### src/rtl/rx_loop_router_pkg.sv
package rx_loop_router_pkg;

   typedef enum logic [1:0] {
      RT_PINS = 2'd0,
      RT_SYNC = 2'd1,
      RT_PAD  = 2'd2,
      RT_DIG  = 2'd3
   } route_e;

   typedef struct packed {
      logic [1:0] sync_sel;
      logic       pad_lb;
      logic       dig_lb;
      logic       gpio;
   } mode_cfg_t;

   localparam int OE_LINES = 5;
   localparam int OE_RCLK  = 0;
   localparam int OE_XCLK  = 1;
   localparam int OE_RFS   = 2;
   localparam int OE_XFS   = 3;
   localparam int OE_DX    = 4;

   function automatic route_e resolve_route(input mode_cfg_t c);
      if (c.dig_lb)        return RT_DIG;
      else if (c.pad_lb)   return RT_PAD;
      else if (|c.sync_sel) return RT_SYNC;
      else                 return RT_PINS;
   endfunction

endpackage

### src/rtl/rx_loop_router_ctrl.sv
module rx_loop_router_ctrl
   import rx_loop_router_pkg::*;
(
   input  logic      clk,
   input  logic      rst_n,
   input  logic      load,
   input  mode_cfg_t cfg_in,
   output mode_cfg_t cfg_q,
   output route_e    route
);

   always_ff @(posedge clk or negedge rst_n) begin
      if (!rst_n)
         cfg_q <= '0;
      else if (load)
         cfg_q <= cfg_in;
   end

   always_comb route = resolve_route(cfg_q);

endmodule

### src/rtl/rx_loop_router_sel.sv
module rx_loop_router_sel
   import rx_loop_router_pkg::*;
#(
   parameter int   DAT_W    = 2,
   parameter logic IDLE_CLK = 1'b0,
   parameter logic IDLE_FS  = 1'b0,
   parameter logic IDLE_DAT = 1'b0
) (
   input  mode_cfg_t        cfg,
   input  logic             pin_clk,
   input  logic             pin_fs,
   input  logic [DAT_W-1:0] pin_dat,
   input  logic             pad_clk,
   input  logic             pad_fs,
   input  logic [DAT_W-1:0] pad_dat,
   input  logic             core_clk,
   input  logic             core_fs,
   input  logic [DAT_W-1:0] core_dat,
   output logic             sel_clk,
   output logic             sel_fs,
   output logic [DAT_W-1:0] sel_dat
);

   logic             gated_clk;
   logic             gated_fs;
   logic [DAT_W-1:0] gated_dat;

   always_comb begin
      gated_clk = cfg.gpio ? IDLE_CLK : pin_clk;
      gated_fs  = cfg.gpio ? IDLE_FS  : pin_fs;
   end

   always_comb begin
      if (cfg.dig_lb)                             sel_clk = core_clk;
      else if (cfg.pad_lb || cfg.sync_sel[0])     sel_clk = pad_clk;
      else                                        sel_clk = gated_clk;
   end

   always_comb begin
      if (cfg.dig_lb)                             sel_fs = core_fs;
      else if (cfg.pad_lb || cfg.sync_sel[1])     sel_fs = pad_fs;
      else                                        sel_fs = gated_fs;
   end

   for (genvar i = 0; i < DAT_W; i++) begin : g_lane
      always_comb begin
         gated_dat[i] = cfg.gpio ? IDLE_DAT : pin_dat[i];
         if (cfg.dig_lb)      sel_dat[i] = core_dat[i];
         else if (cfg.pad_lb) sel_dat[i] = pad_dat[i];
         else                 sel_dat[i] = gated_dat[i];
      end
   end

endmodule

### src/rtl/rx_loop_router_oe.sv
module rx_loop_router_oe
   import rx_loop_router_pkg::*;
#(
   parameter bit OE_ACT_LOW = 1'b0
) (
   input  route_e              route,
   input  logic [OE_LINES-1:0] req,
   output logic [OE_LINES-1:0] pad_oe
);

   logic [OE_LINES-1:0] allow;

   always_comb allow = (route == RT_DIG) ? '0 : req;

   if (OE_ACT_LOW) begin : g_low
      always_comb pad_oe = ~allow;
   end else begin : g_high
      always_comb pad_oe = allow;
   end

endmodule

### src/rtl/rx_loop_router.sv
module rx_loop_router
   import rx_loop_router_pkg::*;
#(
   parameter int   DAT_W      = 2,
   parameter bit   OE_ACT_LOW = 1'b0,
   parameter logic IDLE_CLK   = 1'b0,
   parameter logic IDLE_FS    = 1'b0,
   parameter logic IDLE_DAT   = 1'b0
) (
   input  logic             clk,
   input  logic             rst_n,
   input  logic             rx_hold,
   input  logic [1:0]       sync_sel,
   input  logic             pad_lb_en,
   input  logic             dig_lb_en,
   input  logic             pin_gpio,
   input  logic             rx_clk_pin,
   input  logic             rx_fs_pin,
   input  logic [DAT_W-1:0] rx_dat_pin,
   input  logic             tx_clk_pad,
   input  logic             tx_fs_pad,
   input  logic [DAT_W-1:0] tx_dat_pad,
   input  logic             tx_clk_core,
   input  logic             tx_fs_core,
   input  logic [DAT_W-1:0] tx_dat_core,
   input  logic [4:0]       oe_req,
   output logic             rx_clk,
   output logic             rx_fs,
   output logic [DAT_W-1:0] rx_dat,
   output logic [4:0]       pad_oe,
   output logic [1:0]       mode_stat
);

   if (DAT_W < 1) begin : g_bad_width
      $error("rx_loop_router: DAT_W must be at least 1");
   end
   if (OE_LINES != 5) begin : g_bad_oe
      $error("rx_loop_router: output-enable count mismatch");
   end

   mode_cfg_t cfg_in;
   mode_cfg_t cfg_q;
   route_e    route;

   always_comb begin
      cfg_in.sync_sel = sync_sel;
      cfg_in.pad_lb   = pad_lb_en;
      cfg_in.dig_lb   = dig_lb_en;
      cfg_in.gpio     = pin_gpio;
   end

   rx_loop_router_ctrl u_ctrl (
      .clk    (clk),
      .rst_n  (rst_n),
      .load   (rx_hold),
      .cfg_in (cfg_in),
      .cfg_q  (cfg_q),
      .route  (route)
   );

   rx_loop_router_sel #(
      .DAT_W    (DAT_W),
      .IDLE_CLK (IDLE_CLK),
      .IDLE_FS  (IDLE_FS),
      .IDLE_DAT (IDLE_DAT)
   ) u_sel (
      .cfg      (cfg_q),
      .pin_clk  (rx_clk_pin),
      .pin_fs   (rx_fs_pin),
      .pin_dat  (rx_dat_pin),
      .pad_clk  (tx_clk_pad),
      .pad_fs   (tx_fs_pad),
      .pad_dat  (tx_dat_pad),
      .core_clk (tx_clk_core),
      .core_fs  (tx_fs_core),
      .core_dat (tx_dat_core),
      .sel_clk  (rx_clk),
      .sel_fs   (rx_fs),
      .sel_dat  (rx_dat)
   );

   rx_loop_router_oe #(
      .OE_ACT_LOW (OE_ACT_LOW)
   ) u_oe (
      .route  (route),
      .req    (oe_req),
      .pad_oe (pad_oe)
   );

   always_comb mode_stat = route;

endmodule

### config.mk
export PLATFORM = sky130hd
export DESIGN_NAME = rx_loop_router
export DESIGN_NICKNAME = d
export VERILOG_FILES = /design/src/rtl/rx_loop_router_pkg.sv /design/src/rtl/rx_loop_router_ctrl.sv /design/src/rtl/rx_loop_router_sel.sv /design/src/rtl/rx_loop_router_oe.sv /design/src/rtl/rx_loop_router.sv
export SDC_FILE = /design/constraint.sdc
export NUM_CORES = 1
export LEC_CHECK = 0
export ABC_AREA = 1
export BUFFER_PORTS_ARGS = -buffer_cell sky130_fd_sc_hd__buf_2
export CORE_AREA = 5 5 42 44
export CTS_CLUSTER_SIZE = 20
export DETAILED_ROUTE_END_ITERATION = 12
export DIE_AREA = 0 0 47 49
export PLACE_DENSITY = 0.7
export SYNTH_ARGS = -nofsm -noshare
export SYNTH_HDL_FRONTEND = slang
export SYNTH_HIERARCHICAL = 1
export SYNTH_SLANG_ARGS = --single-unit
### constraint.sdc
create_clock -name clk -period 1 [get_ports clk]
set_input_delay 0.05 -clock clk [delete_from_list [all_inputs] [get_ports clk]]
set_output_delay 0.05 -clock clk [all_outputs]
set_load 0.02 [all_outputs]
# Yosys cells after proc, flatten, opt, wreduce, memory -nomap -nowiden
# Cells that the tools add are included.
# op_classes
n_eq_ne	1
mux	16
reduce_logical	3
# ops
op	count
$mux 1	13
$mux 5	1
$mux 2	2
$eq 2x2->1 const B	1
$logic_or 1x1->1	2
$reduce_or 2->1	1
# word_totals
regBits	5
input_bits	25
output_inout_bits	11
wordCells	24

# Longest topological paths before layout
# Gate-level depths: netlist of the first run.
# logic_depth
depth_word	6
ltp_mapped	6
ltp_nobuf	6

# Cells and area by module
# Netlist of the first run, hierarchy kept.
# by_module_without_submodules
module	instances	cells_per_inst	area_per_inst_um2	seq_area_each_um2
rx_loop_router_ctrl	1	24	215.2	125.1
rx_loop_router_sel	1	26	112.6	0.0
rx_loop_router_oe	1	10	43.8	0.0

# Worst setup path after synthesis of the first run
# Ideal clock, no wire load.
# synth_path
path_kind	reg2out
from	reg u_ctrl/cfg_q[2] (netlist name)
to	out pad_oe[0]
arrival_ps	1242
required_time_ps	950
slack_ps	-292
stages_incl_launch_ff	5
path_buffers	0
path_cell_list	dfrtp_1 inv_1 o21ai_0 nand2_1 a21oi_1
# synth_via
elab_chain_len	4
# synth_rtl
item	line	rtl
$mux 2	rx_loop_router_pkg.sv:26	else if (c.pad_lb) return RT_PAD;
$mux 2	rx_loop_router_pkg.sv:25	if (c.dig_lb) return RT_DIG;
net mode_stat[0]	rx_loop_router.sv:31	output logic [1:0] mode_stat
$eq 2x2->1	rx_loop_router_oe.sv:13	always_comb allow = (route == RT_DIG) ? '0 : req;
$mux 5	rx_loop_router_oe.sv:13	
end, declared	rx_loop_router.sv:30	output logic [4:0] pad_oe,
# The timed path passes the listed nets, and every way through them passes these cells.

# Final worst setup path of the first run
# layout_path
from	reg u_ctrl/cfg_q[2] (netlist name)
to	out pad_oe[2]
# layout_via
elab_chain_len	4
# layout_rtl
item	line
$mux 2	rx_loop_router_pkg.sv:26
$mux 2	rx_loop_router_pkg.sv:25
$eq 2x2->1	rx_loop_router_oe.sv:13
$mux 5	rx_loop_router_oe.sv:13
# Every way passes these cells.

==> flow_summary.toml, run 1 <==
[status]
status = "finished with violations"
violations = "negative setup slack"

[yosys]
syn_area_um2 = 372
synth_area_leader_cell = "dfrtp_1"
yosysSeqAreaShare_pct = 33.7
synthCells = 60
synth_top_area_share_pct = 33.7
ys_ff_latch = 5
netlist_top_cells_area = "dfrtp_1, nand2_1, inv_1, a21oi_1, o21ai_1"
synth_ff_type = "dfrtp_1"
syn_nets = 85
ys_top_cells_by_count = "nand2_1, inv_1, a21oi_1"
postSynthAreaPerCell_um2 = 6.19
ys.warnings.count = 6
yosysMostFrequentCell = "nand2_1"
synth_cell_type_count = 10
postSynth.asyncResetShare_pct = 100
synth_edf_count = 0

[sta]
period_needed_ns = 1.32
fmax_mhz = 759
setup_ws_ns = -0.318
finalClockSkew_ns = 0
grt_setup_unrepaired = "yes"
maxSlewViolCount = 0
hold_viol = 0
max_slew_margin_pct = 88.3
setup_tns_ns = -2.92
worst_slew_pin_slew_ns = 0.175
finalCritPeriodShare_pct = 132
setup_viol = 11

[detailed_routing]
met1_length_um = 416
totalWireLength_um = 1300
avgViaCountPerCell = 4.22
wl_met2_um = 774
drtIter0Drc = 1
final_antenna_net_count = 0
drc = 0
via_count = 511
highest_layer = "met4"
wl_met3_um = 94
first_pass_iters = 2
wl_per_cell_um = 10.8

[placement]
dp_worst_setup_slack_ns = -0.117
dp_hpwl_um = 1010
postPlaceCellArea_um2 = 662
io_buffers = 35
place.gp.congestion = 0.707
place_inst = 113

[power_and_ir_drop]
p_leak_nw = 0.429
power.total_mw = 0.950
power.density_mw_per_mm2 = 1200
vdd_drop_max_uv = 706

[global_routing]
grt_pass1_wl_um = 2030
grt_max_degree = 11
overflow = 0
track_usage_pct = 12.4
grt_pass1_vias = 505
antenna_found_initial = 0

[cts]
clock-sinks = 5
clk_pin_slew_worst_paths_ns = 0.04
cts-root-buf = "clkbuf_4"
tritoncts = "built"
clock_latency_ns = 0.24
cts_buffers = 3
htree_levels = 1
clk_path_buf_depth = 2

[setup_path]
cp.arrival_ns = 1.27
path_class = "flip-flop to output port"
start_kind = "flip-flop"
crit_fanout = 6
worstSetupEndpointType = "output port"
cp.required_ns = 0.95

[floorplanning]
die_w_um = 47
row_count = 14
fp.coreArea_mm2 = 0.00140
start_util_pct = 26.5
die_h_um = 49
io_pins = 36
die_area_mm2 = 0.00230

[worst_hold_path]
hold_path_class = "input port to flip-flop"

[final_layout]
antenna_cells = 0
largest_reg_flops = 5
largest_register = "u_ctrl/cfg_q"
reg_top3 = "u_ctrl/cfg_q (5)"
drive_gt1_share_pct = 60.0
finalNonFillerCells = 121
layout.nets = 131
fin_area_um2 = 795
syn2layout_area_growth_pct = 114
nFillCells = 142

[job]
cap_viol_max_count = 0
-- through the flow --
stage	hold slack, ns	util, %
finish	0.0207	56.7
global route	0.0230	56.7
CTS	0.0111	55.2
detailed placement	-0.132	47.2
global placement	-0.135	47.2
floorplan	-0.246	-
-- kinds of logic (layout without fill, tap and decap cells) --
logic type | Yosys count | in the layout | share of synthesized area [%]
AO/OA/AOI/OAI | 17 | 17 | 23.9
buffers and inverters | 14 | 59 | 16.2
flip-flops | 5 | 5 | 33.7
AND/OR/NAND/NOR | 24 | 24 | 26.3
-- cell usage in the layout, fill, tap and decap left out, drive strengths merged --
cell / instances
a21oi: 9
buf: 41
clkbuf: 4
dfrtp: 5
dlygate4sd3: 1
inv: 13
nand2: 19
nor2: 5
o21ai: 8
-- power by group --
| part | total (mW) | internal, mW | switching, mW |
|---|---|---|---|
| clock | 0.227 | 0.150 | 0.0767 |
| sequential | 0.243 | 0.222 | 0.0208 |
| combinational | 0.480 | 0.224 | 0.256 |
-- what timing repair did --
action                                 in CTS  in global routing
endpoints found under the hold margin       5                  0
setup buffers                               3                  0
pin swaps                                   2                  0
setup endpoints to repair                  11                 11
resized for setup                          18                  6
hold buffers                                1                  0
-- path summary, 6_finish.rpt --
| path | start | endpoint | slack, ns | cells after the start |
|---|---|---|---|---|
| setup / recovery | u_ctrl/cfg_q[2] | pad_oe[2] | -0.32 | 5 |
| hold / removal | pad_lb_en | u_ctrl/cfg_q[2] | 0.02 | 3 |
| setup reg to reg | u_ctrl/cfg_q[4] | u_ctrl/cfg_q[4] | 0.14 | 4 |
| hold reg to reg | u_ctrl/cfg_q[0] | u_ctrl/cfg_q[0] | 0.56 | 2 |
| max in group asynchronous | rst_n | u_ctrl/cfg_q[2] | 0.71 | 2 |
| min in group asynchronous | rst_n | u_ctrl/cfg_q[1] | 0.15 | 2 |
-- critical path, cell delays in order (launching register included) --
cell,delay (ns)
dfrtp_2,0.44
inv_4,0.07
o21ai_2,0.08
nand2_4,0.15
a21oi_4,0.16
buf_6,0.13
-- cell type report --
type	count	area [um2]	area share (%)
multi-input cells	41	287	36.1
flip-flops and latches	5	126	15.9
well taps	16	20.0	2.52
inverters	13	51.3	6.46
repair buffers	42	284	35.7
clock buffers	4	26.3	3.31
-- routing by layer --
metal	GRT usage, %	vias to the layer above
met5	0	-
met4	8.29	0
met3	1.11	2
met2	22.2	19
met1	12.4	217
li1	-	273
Note: power is estimated with default switching activity, not from simulation.
==> run 2: changes to the inputs <==
--- a/config.mk
+++ b/config.mk
@@ -5,13 +5,14 @@
 export SDC_FILE = /design/constraint.sdc
 export NUM_CORES = 1
 export LEC_CHECK = 0
-export ABC_AREA = 1
+export ABC_AREA = 0
 export BUFFER_PORTS_ARGS = -buffer_cell sky130_fd_sc_hd__buf_2
 export CORE_AREA = 5 5 42 44
 export CTS_CLUSTER_SIZE = 20
 export DETAILED_ROUTE_END_ITERATION = 12
 export DIE_AREA = 0 0 47 49
-export PLACE_DENSITY = 0.7
+export GPL_TIMING_DRIVEN = 0
+export PLACE_DENSITY = 0.68
 export SYNTH_ARGS = -nofsm -noshare
 export SYNTH_HDL_FRONTEND = slang
 export SYNTH_HIERARCHICAL = 1
==> flow_summary.toml, run 2 <==
[yosys]
postSynth.asyncResetShare_pct = 100
synth_top_area_share_pct = 36.8
ys.warnings.count = 6
ys_top_cells_by_count = "a21boi_1, dfrtp_1, mux2_2"
synthCells = 33
ys_ff_latch = 5
syn_nets = 58
synth_cell_type_count = 14
synth_ff_type = "dfrtp_1"
syn_area_um2 = 340
yosysSeqAreaShare_pct = 36.8
netlist_top_cells_area = "dfrtp_1, mux2_2, a21boi_1, or4b_1, a2bb2oi_1"
postSynthAreaPerCell_um2 = 10.3
synth_area_leader_cell = "dfrtp_1"
synth_edf_count = 0

[floorplanning]
fp.coreArea_mm2 = 0.00140
start_util_pct = 24.3
die_h_um = 49
die_w_um = 47
row_count = 14
io_pins = 36
die_area_mm2 = 0.00230

[final_layout]
layout_common_cells = "buf_2, buf_4, buf_6"
drive_gt1_share_pct = 82.7
fin_area_um2 = 776
largest_reg_flops = 5
layout.nets = 107
reg_top3 = "u_ctrl/cfg_q (5)"
final_common_cell = "buf_2"
antenna_cells = 0
largest_register = "u_ctrl/cfg_q"
syn2layout_area_growth_pct = 128

[power_and_ir_drop]
power.density_mw_per_mm2 = 1220
vdd_drop_max_uv = 770
p_leak_nw = 0.369

[setup_path]
path_class = "flip-flop to output port"
start_kind = "flip-flop"
cp.required_ns = 0.95
worstSetupEndpointType = "output port"
startpoint = "u_ctrl/cfg_q[0]"
max_stage_delay_ns = 0.54
crit_slowest_cell = "or4b_4"
cp.arrival_ns = 1.48
crit_fanout = 5
regToRegStartpoint = "u_ctrl/cfg_q[2]"
worstPathCellList = "or4b_4, a31oi_4, buf_6"

[sta]
fmax_mhz = 652
grt_setup_unrepaired = "yes"
period_needed_ns = 1.53
setup_viol = 12
setup_tns_ns = -5.31
worst_slew_pin_slew_ns = 0.420
finalCritPeriodShare_pct = 153
maxSlewViolCount = 0
max_slew_margin_pct = 72.0
hold_viol = 0
finalClockSkew_ns = 0
setup_ws_ns = -0.534

[detailed_routing]
via_count = 448
final_antenna_net_count = 0
drtIter0Drc = 1
totalWireLength_um = 1150
avgViaCountPerCell = 4.62
wl_per_cell_um = 11.8
drc = 0
first_pass_iters = 2

[cts]
clk_path_buf_depth = 2
htree_levels = 1
cts-root-buf = "clkbuf_4"
cts_buffers = 3
clock-sinks = 5
clk_pin_slew_worst_paths_ns = 0.04
tritoncts = "built"
clock_latency_ns = 0.24

[global_routing]
antenna_found_initial = 0
track_usage_pct = 10.8
grt_max_degree = 9
overflow = 0
grt_pass1_wl_um = 1770
grt_pass1_vias = 400

[placement]
io_buffers = 35
postPlaceCellArea_um2 = 639
place.gp.congestion = 0.651
dp_hpwl_um = 920

[worst_hold_path]
hp-start = "sync_sel[0]"
hold_path_class = "input port to flip-flop"

[status]
violations = "negative setup slack"
status = "finished with violations"

[job]
cap_viol_max_count = 0
## run 2: changes by cell type after synthesis, sizes merged, moves of 2 or more
| cell | delta |
|---|---|
| a21oi | -7 |
| nor2 | -4 |
| a21boi | +5 |
| mux2 | +5 |
| o21ai | -6 |
| or3b | +2 |
| a2bb2oi | +2 |
| or4b | +2 |
| nor2b | +2 |
| nand2 | -19 |
| inv | -12 |
| a31oi | +2 |
## run 2: final cells by class
class,count,area [um2]
clock buffers,4,26.3
fillers,139,626
inverters,1,3.75
multi-input cells,27,323
flip-flops and latches,5,126
well taps,16,20.0
repair buffers,44,277
## run 2: worst paths after layout
| kind | end | cells after the start | slack (ns) |
|---|---|---|---|
| setup / recovery | rx_clk | 3 | -0.53 |
| hold / removal | u_ctrl/cfg_q[3] | 2 | 0.04 |
| setup reg to reg | u_ctrl/cfg_q[2] | 3 | -0.07 |
| hold reg to reg | u_ctrl/cfg_q[3] | 1 | 0.56 |
| max in group asynchronous | u_ctrl/cfg_q[2] | 2 | 0.70 |
| min in group asynchronous | u_ctrl/cfg_q[3] | 2 | 0.16 |
## run 2: worst max-delay path, delay by kind of cell, from the launching register on
| kind | cells | cell delay, ns |
|---|---|---|
| simple gates | 1 | 0.54 |
| flops | 1 | 0.42 |
| compound gates | 1 | 0.15 |
| buf+inv | 1 | 0.13 |
## run 2: cell families after synthesis
kind of cell    count (synthesis)  share of synthesized area [%]
compound gates                 14                           27.9
buf+inv                         1                           1.10
flops                           5                           36.8
mux                             5                           16.5
simple gates                    8                           17.6
## run 2: power by group
part           switching, mW  internal [mW]  leakage (nW)
logic                  0.209          0.255         0.297
clock network         0.0831          0.151        0.0150
registers             0.0273          0.224        0.0575
## run 2: metal layers
layer  track usage, %  vias up  wire (um)
li1                 -      226          -
met1             12.4      202        403
met2             16.7       18        615
met3             1.85        2        104
met4             8.29        0         23
met5                0        -          0
## run 2: through the flow
stage	power [mW]	hold slack, ns	utilization, %	worst slack [ns]	std cells
after floorplan	0.505	-0.246	-	-0.196	33
after global placement	0.622	-0.132	45.6	-0.326	84
after detailed placement	0.631	-0.131	45.6	-0.343	84
after CTS	0.952	0.0320	54.0	-0.554	95
after global routing	1.01	0.0302	55.4	-0.575	97
final	0.950	0.0384	55.4	-0.534	97
## run 2: what timing repair did
item	4_1_cts	5_1_grt
endpoints found under the setup margin	11	12
buffers inserted	6	2
hold endpoints to repair	5	0
resized for setup	14	1
pin swaps	4	1
hold buffers	1	0
